[src/rtl/cps_pkg.sv]
package cps_pkg;
   // line-pair state codes
   localparam logic [1:0] LINE_Z    = 2'b11;
   localparam logic [1:0] LINE_ONE  = 2'b01;
   localparam logic [1:0] LINE_ZERO = 2'b10;
   localparam logic [1:0] LINE_BAD  = 2'b00;

   // page offsets
   localparam int unsigned OFS_STAT = 0;
   localparam int unsigned OFS_PEER = 1;

   // bit positions in the status byte
   localparam int unsigned B_CHILD = 3;
   localparam int unsigned B_CONN  = 2;
   localparam int unsigned B_BIAS  = 1;
   localparam int unsigned B_DIS   = 0;

   // bit positions in the peer byte
   localparam int unsigned B_IE    = 4;
   localparam int unsigned B_FAULT = 3;
endpackage

[src/rtl/cps_debounce.sv]
module cps_debounce #(
   parameter int unsigned CYCLES = 4
) (
   input  logic clk,
   input  logic hrst_n,
   input  logic raw,
   output logic stable
);
   if (CYCLES < 1) begin : g_bad_len
      $error("cps_debounce: CYCLES must be at least 1");
   end

   if (CYCLES == 1) begin : g_direct
      always_ff @(posedge clk or negedge hrst_n) begin
         if (!hrst_n) stable <= 1'b0;
         else         stable <= raw;
      end
   end else begin : g_count
      localparam int unsigned CW = $clog2(CYCLES);
      localparam logic [CW-1:0] LAST = CW'(CYCLES - 1);
      logic [CW-1:0] cnt;

      always_ff @(posedge clk or negedge hrst_n) begin
         if (!hrst_n) begin
            cnt    <= '0;
            stable <= 1'b0;
         end else if (!raw) begin
            cnt    <= '0;
            stable <= 1'b0;
         end else if (!stable) begin
            if (cnt == LAST) stable <= 1'b1;
            else             cnt    <= cnt + 1'b1;
         end
      end
   end
endmodule

[src/rtl/cps_line_enc.sv]
module cps_line_enc
   import cps_pkg::*;
(
   input  logic       flag_z,
   input  logic       flag_one,
   input  logic       flag_zero,
   output logic [1:0] code
);
   always_comb begin
      unique case ({flag_z, flag_one, flag_zero})
         3'b100:  code = LINE_Z;
         3'b010:  code = LINE_ONE;
         3'b001:  code = LINE_ZERO;
         default: code = LINE_BAD;
      endcase
   end
endmodule

[src/rtl/cport_status_page.sv]
module cport_status_page
   import cps_pkg::*;
#(
   parameter int unsigned CON_CYC  = 42_625_000,
   parameter int unsigned BIAS_CYC = 6_500,
   parameter int unsigned ADDR_W   = 3
) (
   input  logic              clk,
   input  logic              hrst_n,
   input  logic              bus_rst,
   input  logic              raw_conn,
   input  logic              raw_bias,
   input  logic [1:0]        pair_z,
   input  logic [1:0]        pair_one,
   input  logic [1:0]        pair_zero,
   input  logic              tree_done,
   input  logic              tree_child,
   input  logic              selfid_done,
   input  logic [2:0]        peer_spd,
   input  logic              port_susp,
   input  logic              rsm_chk,
   input  logic              sus_chk,
   input  logic [ADDR_W-1:0] reg_addr,
   input  logic              reg_wr,
   input  logic [7:0]        reg_wdata,
   output logic [7:0]        reg_rdata,
   output logic              port_evt_irq,
   output logic              child_vld,
   output logic              spd_vld
);
   if (ADDR_W < 1) begin : g_bad_addr
      $error("cport_status_page: ADDR_W must be at least 1");
   end

   localparam logic [ADDR_W-1:0] A_STAT = ADDR_W'(OFS_STAT);
   localparam logic [ADDR_W-1:0] A_PEER = ADDR_W'(OFS_PEER);
   localparam int unsigned NPAIR = 2;

   logic       conn_ok, bias_ok;
   logic [1:0] pair_code [NPAIR];
   logic       child_q, dis_q, ie_q, fault_q;
   logic [2:0] spd_q;
   logic       conn_d, bias_d, fault_d;
   logic       wr_stat, wr_peer, fault_set, child_rd;

   cps_debounce #(.CYCLES(CON_CYC)) u_conn_deb (
      .clk(clk), .hrst_n(hrst_n), .raw(raw_conn), .stable(conn_ok));

   cps_debounce #(.CYCLES(BIAS_CYC)) u_bias_deb (
      .clk(clk), .hrst_n(hrst_n), .raw(raw_bias), .stable(bias_ok));

   for (genvar p = 0; p < NPAIR; p++) begin : g_pair
      cps_line_enc u_enc (
         .flag_z(pair_z[p]), .flag_one(pair_one[p]),
         .flag_zero(pair_zero[p]), .code(pair_code[p]));
   end

   assign wr_stat   = reg_wr && (reg_addr == A_STAT);
   assign wr_peer   = reg_wr && (reg_addr == A_PEER);
   assign fault_set = (rsm_chk && !bias_ok) || (sus_chk && bias_ok);

   // results of the identify processes: bus reset invalidates them
   always_ff @(posedge clk or negedge hrst_n) begin
      if (!hrst_n) begin
         child_q   <= 1'b0;
         child_vld <= 1'b0;
         spd_q     <= '0;
         spd_vld   <= 1'b0;
      end else if (bus_rst) begin
         child_vld <= 1'b0;
         spd_vld   <= 1'b0;
      end else begin
         if (tree_done) begin
            child_q   <= tree_child;
            child_vld <= 1'b1;
         end
         if (selfid_done) begin
            spd_q   <= peer_spd;
            spd_vld <= 1'b1;
         end
      end
   end

   // controls: hardware reset only
   always_ff @(posedge clk or negedge hrst_n) begin
      if (!hrst_n) begin
         dis_q   <= 1'b0;
         ie_q    <= 1'b0;
         fault_q <= 1'b0;
      end else begin
         if (wr_stat) dis_q <= reg_wdata[B_DIS];
         if (wr_peer) ie_q  <= reg_wdata[B_IE];
         if (fault_set)
            fault_q <= 1'b1;
         else if (wr_peer && reg_wdata[B_FAULT])
            fault_q <= 1'b0;
      end
   end

   // event history
   always_ff @(posedge clk or negedge hrst_n) begin
      if (!hrst_n) begin
         conn_d  <= 1'b0;
         bias_d  <= 1'b0;
         fault_d <= 1'b0;
      end else begin
         conn_d  <= conn_ok;
         bias_d  <= bias_ok;
         fault_d <= fault_q;
      end
   end

   assign port_evt_irq = ie_q && ((conn_ok ^ conn_d) || (bias_ok ^ bias_d)
                                  || (fault_q && !fault_d));

   assign child_rd = (!conn_ok || dis_q || port_susp || !child_vld) ? 1'b1 : child_q;

   always_comb begin
      reg_rdata = '0;
      if (reg_addr == A_STAT) begin
         reg_rdata[7:6]     = pair_code[0];
         reg_rdata[5:4]     = pair_code[1];
         reg_rdata[B_CHILD] = child_rd;
         reg_rdata[B_CONN]  = conn_ok;
         reg_rdata[B_BIAS]  = bias_ok;
         reg_rdata[B_DIS]   = dis_q;
      end else if (reg_addr == A_PEER) begin
         reg_rdata[7:5]     = spd_vld ? spd_q : 3'b000;
         reg_rdata[B_IE]    = ie_q;
         reg_rdata[B_FAULT] = fault_q;
      end
   end
endmodule

[config.mk]
export PLATFORM = sky130hd
export DESIGN_NAME = cport_status_page
export DESIGN_NICKNAME = d
export VERILOG_FILES = /design/src/rtl/cps_pkg.sv /design/src/rtl/cps_debounce.sv /design/src/rtl/cps_line_enc.sv /design/src/rtl/cport_status_page.sv
export SDC_FILE = /design/constraint.sdc
export NUM_CORES = 1
export LEC_CHECK = 0
export ABC_CLOCK_PERIOD_IN_PS = 2800
export BUFFER_PORTS_ARGS = -buffer_cell sky130_fd_sc_hd__buf_2
export CELL_PAD_IN_SITES_DETAIL_PLACEMENT = 1
export CELL_PAD_IN_SITES_GLOBAL_PLACEMENT = 1
export CORE_MARGIN = 2
export CORE_UTILIZATION = 40
export CTS_CLUSTER_SIZE = 10
export DETAILED_ROUTE_END_ITERATION = 8
export PLACE_DENSITY = 0.84
export SLEW_MARGIN = 40
export SYNTH_ARGS = -nofsm -noshare
export SYNTH_HDL_FRONTEND = slang
export SYNTH_SLANG_ARGS = --single-unit
export TNS_END_PERCENT = 50
[constraint.sdc]
create_clock -name clk -period 2.8 [get_ports clk]
set_clock_uncertainty 0.15 [all_clocks]
set_input_delay 0.7 -clock clk [delete_from_list [all_inputs] [get_ports clk]]
set_output_delay 0.7 -clock clk [all_outputs]
set_load 0.01 [all_outputs]
After elaboration in Yosys (flattened, before gate mapping). Index checks and enable logic that the tools add are counted.

Input port bits: 32. Register bits: 53. Logic and storage cells: 82.

$add $sub $neg: 2. Multiplexer cells: 25. Reduce and logical (&&, ||, !) cells: 25. Eq/ne operators: 13. Bitwise operators: 3.

Operator list (count): 26-bit two-way mux (3); 13-bit two-way mux (3); 26-bit by 1-bit adder with 26-bit output (second input constant) (1); 26-bit == test (second input constant) (1); 13-bit by 1-bit adder with 13-bit output (second input constant) (1); 13-bit == test (second input constant) (1); 1-bit two-way mux (13); 2-bit one-hot mux with 3 select lines (2); 5-bit two-way mux (2); 3-bit by 1-bit == test with 1-bit output (second input constant) (3); 2-bit != test (second input constant) (4); 2-bit AND reduction (4); 1-bit logical AND (7); 3-bit by 2-bit == test with 1-bit output (second input constant) (2); 3-bit == test (second input constant) (2); 1-bit logical OR (6); 3-bit two-way mux (2); 2-bit nonzero test (3); 1-bit zero test (4); 3-bit zero test (1); 1-bit bitwise XOR (2); 1-bit inverter (1).

Logic depth before layout (Yosys ltp). Gate-level depths: netlist of the first run.

Depth after elaboration: 6. Mapped depth: 6. Depth with buffers taken out: 6.

Hierarchy. A second synthesis of the first run with hierarchy kept.

Cell total of the unflattened synthesis: 302. Area, all modules: 2959.1 µm².

Modules (own cells, without submodules): cps_debounce at u_conn_deb (area each 1549.0 µm², cells each 158, instances 1); cps_debounce at u_bias_deb (area each 758.2 µm², cells each 79, instances 1); cport_status_page (area each 601.8 µm², cells each 57, instances 1); cps_line_enc (area each 25.0 µm², cells each 4, instances 2).

Least setup slack after synthesis of the first run. Ideal clock, no wire load.

Kind: input -> output. From: in reg_addr[1]. To: out reg_rdata[5]. Cell stages on the path: 3. Buffers on the path: 0. Slack: 576 ps. Data required time: 1950 ps. Data arrival time: 1374 ps. Cells stage by stage: nor2_1 -> nand2_1 -> o31ai_1.

Longest elaborated chain between the ends: 3.

RTL lines: from (decl) (RTL line cport_status_page.sv:23) `input logic [ADDR_W-1:0] reg_addr,`; 3-bit by 1-bit == test with 1-bit output (RTL line cport_status_page.sv:127) `end else if (reg_addr == A_PEER) begin`; 5-bit two-way mux (RTL line cport_status_page.sv:127); 5-bit two-way mux * (RTL line cport_status_page.sv:120) `if (reg_addr == A_STAT) begin`; to (decl) (RTL line cport_status_page.sv:26) `output logic [7:0] reg_rdata,`.

Every way passes the cells marked *; elsewhere a longest branch is shown, timed or not.

Final worst setup path of the first run.
From: in reg_addr[1]. To: out reg_rdata[6].

Same word-level chain as after synthesis.

==> reports/results.txt, run 1 <==
The critical path required time was 1950 ps; the clock input transition at the sequential cells of the worst setup and hold paths was 100 ps. The run gives 0 as the number of antenna violations at the first check in global routing. The remaining global-route overflow is 0. Largest net degree at the start of global routing: 27. The start point of the critical path was reg_addr[1].

The tools report the via count of the first global-routing pass as 2,316. The worst hold slack across all endpoints was 220.5 ps. The share of synthesized registers carrying an async set or reset was 100.0%.

For the total of hold buffers inserted after clock tree synthesis, the log shows 0. The tree is rooted in a clkbuf_8. Setup violations remaining at the end of the flow were counted as 0. The synthesized design contains 0 enable-type register cells. The core region is 6832 um^2. The die boundary height works out to 88.06 um.

The critical path in this run is classified as in -> out. The number of input and output port buffers inserted is 37. The worst setup path is launched from a primary input. The top-area cell type share of the netlist area works out to 46.92%. Leading register cell type out of synthesis: dfrtp_1. For the worst setup path, the data arrival time is 1630 ps.

The cell count of the worst reg-to-reg path is 6, and the total routing resource utilization after global routing is 18.15%. In this run the worst hold path is classified as in -> async. The setup check on the worst reg-to-reg path leaves a slack of 520 ps.

In this run the horizontal extent of the chip is 88.06 um. In the final timing run, aggregate negative setup slack is 0 ps. The HPWL after detailed placement is 4618 um.

Counting every net in the synthesized netlist gives 305. Buffers inserted during clock tree synthesis total 5. The H-tree was split into 2 levels.

After detailed routing, the number of remaining DRC violations is 0. The first global-routing pass estimated 11,030 um of wire. The flow ran to the end, and the final reports show no timing, DRC or antenna violations. TritonCTS built the clock tree. The power per cell area works out to 475.8 nW/um^2. The share of layout cells above drive strength 1 works out to 20.13%. The worst path needs 2479 ps of the cycle, external delays included. The number of placed I/O pins is 43, and the largest buffer count on any clock path is 2. Synthesis inferred 53 register bits. In this run the post-CTS setup repair buffer count came out at 0.

The floorplan has 30 rows. Critical register-to-register path endpoint: u_conn_deb.g_count.cnt[24]. The tools report the worst IR drop on VDD as 0.0001973 V. The tools report the worst flop-to-flop path startpoint as u_conn_deb.g_count.cnt[0].

The run gives 41.37% as the effective utilization at floorplan. The routed wirelength normalized by instance count came out at 15.58 um. The die covers 7755 um^2.

The run gives 310 ps as the clock latency at the later pin of the worst-skew pair. The logs give 1.483 nW for the leakage power total and 0 for the total of max-cap violations. After layout, the worst path uses 88.53% of the clock period. At the end of the flow, the number of nets in the layout was 346. The critical path goes through buf_2, nor2_1, nand2_1, o31ai_1, buf_2. The count of final max-slew check failures came out at 0.

In this run, post-CTS repair resized a total of 0 instances. The worst slew margin relative to its limit was 53.25%; the delay of the slowest critical-path stage was 250 ps. From synthesis to final layout, the design area changed by 15.54%.

Number of unique standard cell types used by synthesis: 44. The total via count after detailed routing was 2,145. The placer congestion estimate is 0.7840, and the antenna diode instance count is 0.

For this run, the register share of the synthesized area comes to 46.92%. The worst setup path is captured at an output port. Ranked by total cell area, the synthesized netlist is headed by dfrtp_1 47%, xnor2_1 7.7%, and2_1 6.9%, nand2_1 3.6%, nand4_1 3.3%. The synthesized netlist occupies a cell area of 2826 um^2. Based on the critical path, the design can be clocked at up to 403.4 MHz. Utilization after layout: 47.80%. The minimum setup slack after placement came out at 320.4 ps. Of all nets on the critical path, the largest fanout is 5. Setup repair after global routing left no endpoint under its margin. The tree built by TritonCTS fans out to 53 sinks. After filler insertion, the fill cell instance count of the layout stands at 792. The cell with the largest stage delay on the worst path was nor2_1. The critical path contains buffers and inverters numbering 2 combined. The run gives 6371 um as the post-detailed-routing wire length. The finished layout holds 409 standard cells, fillers aside. Setup slack closes at 321.0 ps.

The run gives 0 as the total count of hold-check failures in the final report. The run gives 4 as the detailed-router iteration count before antenna repair. Yosys printed 0 warnings. Via density per instance: 5.244. Of all cell types, the one taking the most synthesized area is dfrtp_1.

Counting tap cells, the placed design contains a total of 401 instances. On the critical path the largest part of the delay comes from simple AND/OR/NAND/NOR gates. The tools report the count of routing violations after the opening detailed-route iteration as 96. In this run the remaining antenna-violating nets after routing total 0. After synthesis, the mean cell area works out to 10.43 um^2.

Counting stages on the worst path, the most repeated cell is buf_2. Synthesis produced 271 cells. The slew at the pin with the worst max-slew slack was 698.6 ps.
==> metal layers <==
metal  share of wire [%]  global-route usage (%)
met4                 1.2                   4.545
met5                   0                       0
met2                  51                   32.51
met1                  45                   22.78
met3                 2.6                   3.110
==> worst max path at each step <==
stage	end	depth (start not counted)
finish	reg_rdata[6]	5
global route	reg_rdata[7]	5
CTS	reg_rdata[3]	3
detailed placement	reg_rdata[6]	5
global placement	reg_rdata[7]	5
floorplan	reg_rdata[5]	3
==> registers in the layout, indices dropped and copies added, names as in the netlist <==
register / flops
u_conn_deb.g_count.cnt: 26
spd_q: 3
child_q: 1
fault_q: 1
u_bias_deb.g_count.cnt: 13
u_conn_deb.stable: 1
fault_d: 1
spd_vld: 1
dis_q: 1
child_vld: 1
u_bias_deb.stable: 1
bias_d: 1
conn_d: 1
ie_q: 1
==> cell families (layout without fill, tap and decap cells) <==
family / Yosys count / in the layout / share of synthesized area (%)
flops: 53 / 53 / 46.92
buf+inv: 9 / 51 / 1.461
mux: 10 / 10 / 3.807
fa+ha+maj: 2 / 2 / 0.8852
compound gates: 21 / 21 / 5.047
simple gates: 142 / 142 / 31.34
xor+xnor: 34 / 34 / 10.54
==> synth_stat cells, types with 3 or more instances <==
| library cell | instances |
|---|---|
| and3_1 | 5 |
| clkbuf_1 | 6 |
| a21boi_0 | 3 |
| o31ai_1 | 4 |
| nor4bb_1 | 4 |
| or3_1 | 3 |
| and2_1 | 31 |
| nand4b_1 | 3 |
| nor3_1 | 4 |
| nand2b_1 | 5 |
| xor2_1 | 9 |
| mux2i_1 | 4 |
| nand4_1 | 15 |
| mux2_2 | 6 |
| nor2b_1 | 7 |
| o21ai_0 | 7 |
| nand3_1 | 8 |
| nor2_1 | 12 |
| nand2_1 | 27 |
| dfrtp_1 | 53 |
| xnor2_1 | 25 |
==> where the power goes <==
group	leakage (nW)	switching, mW	internal (mW)
registers	0.710	0.0202	0.790
clock network	0.0687	0.267	0.360
logic	0.704	0.0619	0.0547
total	1.48	0.349	1.20
==> stage by stage <==
step           total power [mW]  cell area, um^2
3_5_place_dp             0.9448             3128
4_1_cts                   1.570             3266
6_report                  1.554             3266
5_1_grt                   1.616             3266
3_3_place_gp             0.9355             3128
2_1_floorplan            0.8795             2826
==> area by class of cell <==
cell class / instances / area [um^2] / area share, %
well taps: 96 / 120.1 / 3.678
flip-flops and latches: 53 / 1326 / 40.61
multi-input cells: 209 / 1459 / 44.67
clock buffers: 5 / 68.82 / 2.107
clock inverters: 3 / 68.82 / 2.107
repair buffers: 41 / 215.2 / 6.590
inverters: 2 / 7.507 / 0.2299
==> layout by cell type (no fill, tap or decap), types with 3 or more instances in the layout <==
master    instances
nand4_1          15
mux2i_1           4
or3_1             3
nand2_1          27
nor4bb_1          4
xnor2_1          25
buf_4             4
xor2_1            9
and2_1           31
o31ai_1           4
dfrtp_1          53
nor2_1           12
mux2_2            6
nand2b_1          5
buf_2            37
o21ai_0           7
nand3_1           8
a21boi_0          3
nand4b_1          3
clkbuf_8          5
nor2b_1           7
and3_1            5
nor3_1            4
(Power assumes the default switching activity.)
==> run 2: changes to the inputs <==
--- a/config.mk
+++ b/config.mk
@@ -14,6 +14,7 @@
 export CTS_CLUSTER_SIZE = 10
 export DETAILED_ROUTE_END_ITERATION = 8
 export PLACE_DENSITY = 0.84
+export RECOVER_POWER = 25
 export SLEW_MARGIN = 40
 export SYNTH_ARGS = -nofsm -noshare
 export SYNTH_HDL_FRONTEND = slang
==> reports/results.txt, run 2 (synthesis gave the netlist of run 1 again) <==
The tools report the worst setup margin as 321.0 ps. Post-CTS timing repair inserted 0 buffers for setup. Of all nets on the critical path, the largest fanout is 5. The register with the most flip-flops in the layout has 26 of them. Post-synthesis to final-layout area growth: 15.45%. After detailed routing, the number of remaining DRC violations is 0. The post-cts gate resize count came out at 0. The routed design could run at a clock period as short as 2479 ps. For the number of core rows, the log shows 30. For the clock latency at the later pin of the worst-skew pair, the log shows 310 ps. Of the cells placed in the final design, the portion with a size suffix greater than 1 is 19.49%.

From bottom edge to top edge, the die measures 88.06 um. In the layout the commonest cells are 53 x dfrtp_1, 35 x buf_2, 31 x and2_1. The wire length of the first global-routing pass was 11,030 um. The run finished with clean final reports.

TritonCTS built the clock tree. The antenna diode instance count was 0; the routed wirelength normalized by instance count was 15.57 um. The core region is 6832 um^2. The worst slew margin relative to its limit is 7.757%. The H-tree was split into 2 levels. Ranked by flip-flop count, first place goes to u_conn_deb.g_count.cnt.

The wire length on met2 was 3264 um; the utilization after layout was 47.77%. After detailed placement, the design holds a cell count of 401. The die area came out at 7755 um^2. Combinational cells account for 7.5% of the total power.

STA classifies the critical path startpoint as a primary input. Internal power comes to 1.204 mW. The number of standard cells in the final layout excluding fillers came out at 409. Across all hold checks on the routed design, the worst slack comes to 317.9 ps. In the detailed route, the total length drawn on met3 is 167 um. The final design instance area without fill is 3263 um^2. The met1 routed wirelength after detailed routing is 2861 um. For the pin with the worst max-slew slack, the measured transition is 1384 ps. The worst setup path is of the in -> out kind.

The worst setup path is captured at an output port. The HPWL after detailed placement is 4618 um. The largest registers in the layout are u_conn_deb.g_count.cnt: 26 flops, u_bias_deb.g_count.cnt: 13 flops, spd_q: 3 flops. The minimum setup slack after placement is 320.4 ps, and the clock input transition at the sequential cells of the worst setup and hold paths is 100 ps.

The final layout contains 346 nets. In this run the most critical hold path is launched from fault_q. In the routed layout, each cell is associated on average with a via count of 5.249. The final route contains 2,147 vias. The placed instances occupy a cell area of 3128 um^2. Reported net switching power: 349.4 uW. Type of the tightest min-delay check: reg -> reg.

The number of clock buffers added by TritonCTS is 5. In this run the horizontal extent of the chip is 88.06 um. The run gives 1950 ps as the critical path required time.

The completed layout was analyzed and its total power is 1.553 mW. For this design, the sink count on the clock tree is 53. The largest buffer count on any clock path is 2, and the via count of the first global-routing pass is 2,316.

Setup total negative slack on the finished layout was measured at 0 ps. The run gives 0 as the total of hold buffers inserted after clock tree synthesis. The most critical setup path has its startpoint at reg_addr[1]. The post-detailed-routing wire length is 6369 um, and the number of placed I/O pins is 43. For this block, the initial DRC count from the detailed router was 96.

The total count of hold-check failures in the final report is 0. The tools report the detailed-router iteration count before antenna repair as 4. In this run the top signal layer used is met4.

Summed over all layers, the global routing overflow is 0. Portion of total power attributed to the clock network: 40.4%. The total routing resource utilization after global routing was 18.15%; the number of setup violations in the final report was 0. For the timing-limited maximum frequency, the log shows 403.4 MHz.

The number of antenna violations at the first check in global routing came out at 0. The count of final max-slew check failures is 0, and the proportion of power drawn by flip-flops and latches is 52.1%. Data arrives at the worst endpoint at 1630 ps. Dividing total power by cell area gives a power density of 476.0 nW/um^2.

Worst flop-to-flop path startpoint: u_conn_deb.g_count.cnt[0]. The tools report the count of nets left with antenna violations after detail routing as 0. The initial utilization of the core area, before any placement, comes to 41.37%.

The switching share of power was 22.49%. The final critical-path share of the clock period is 88.53%, and the number of input and output port buffers inserted is 37. Leaving out fill and tap cells, the most frequent cell in the layout is dfrtp_1.

Setup repair after global routing left no endpoint under its margin. Across the run, the number of max-cap violations was 0. The run gives 0.0001969 V as the worst IR drop on VDD. Entering global routing, the biggest net connects 27 pins. The cell sitting at the root of the clock tree is a clkbuf_8. Routability-driven placement finished with a final weighted congestion of 0.7840.

The tools report the leakage power total as 1.477 nW.
[run 2: changes by cell type in the layout (fill, tap and decap cells not counted), sizes merged]
cell and change:
clkbuf +2, buf -2
[run 2: area by class of cell]
cell class                 instances  area, um^2
fill                             792        3568
multi-input combinational        209        1459
sequential                        53        1326
timing repair buffer              41       212.7
tap                               96       120.1
clock buffer                       5       68.82
clock inverter                     3       68.82
inverter                           2       7.507
[run 2: power by group through the flow]
stage               Sequential (mW)  Clock (mW)  Combinational, mW
finish                        0.810       0.627              0.116
floorplan                     0.820           0             0.0598
detailed placement            0.825           0              0.119
CTS                           0.810       0.640              0.120
global placement              0.823           0              0.113
global route                  0.815       0.669              0.132
[run 2: metal layers]
layer | GRT usage (%) | vias up
met5 | 0 | -
met4 | 4.545 | 0
met3 | 3.110 | 4
met2 | 32.51 | 33
met1 | 22.78 | 1075
li1 | - | 1035
[run 2: final timing paths]
path / to / slack [ps] / cells after the start
max: reg_rdata[6] / 320 / 5
min: fault_d / 320 / 0
max reg2reg: u_conn_deb.g_count.cnt[24] / 520 / 6
min reg2reg: fault_d / 320 / 0
max in group asynchronous: u_conn_deb.g_count.cnt[23] / 1050 / 2
min in group asynchronous: u_bias_deb.g_count.cnt[10] / 530 / 1
[run 2: worst max-delay path, stage by stage]
cell	delay (ps)
buf_2	120
nor2_1	250
nand2_1	150
o31ai_1	240
buf_2	170
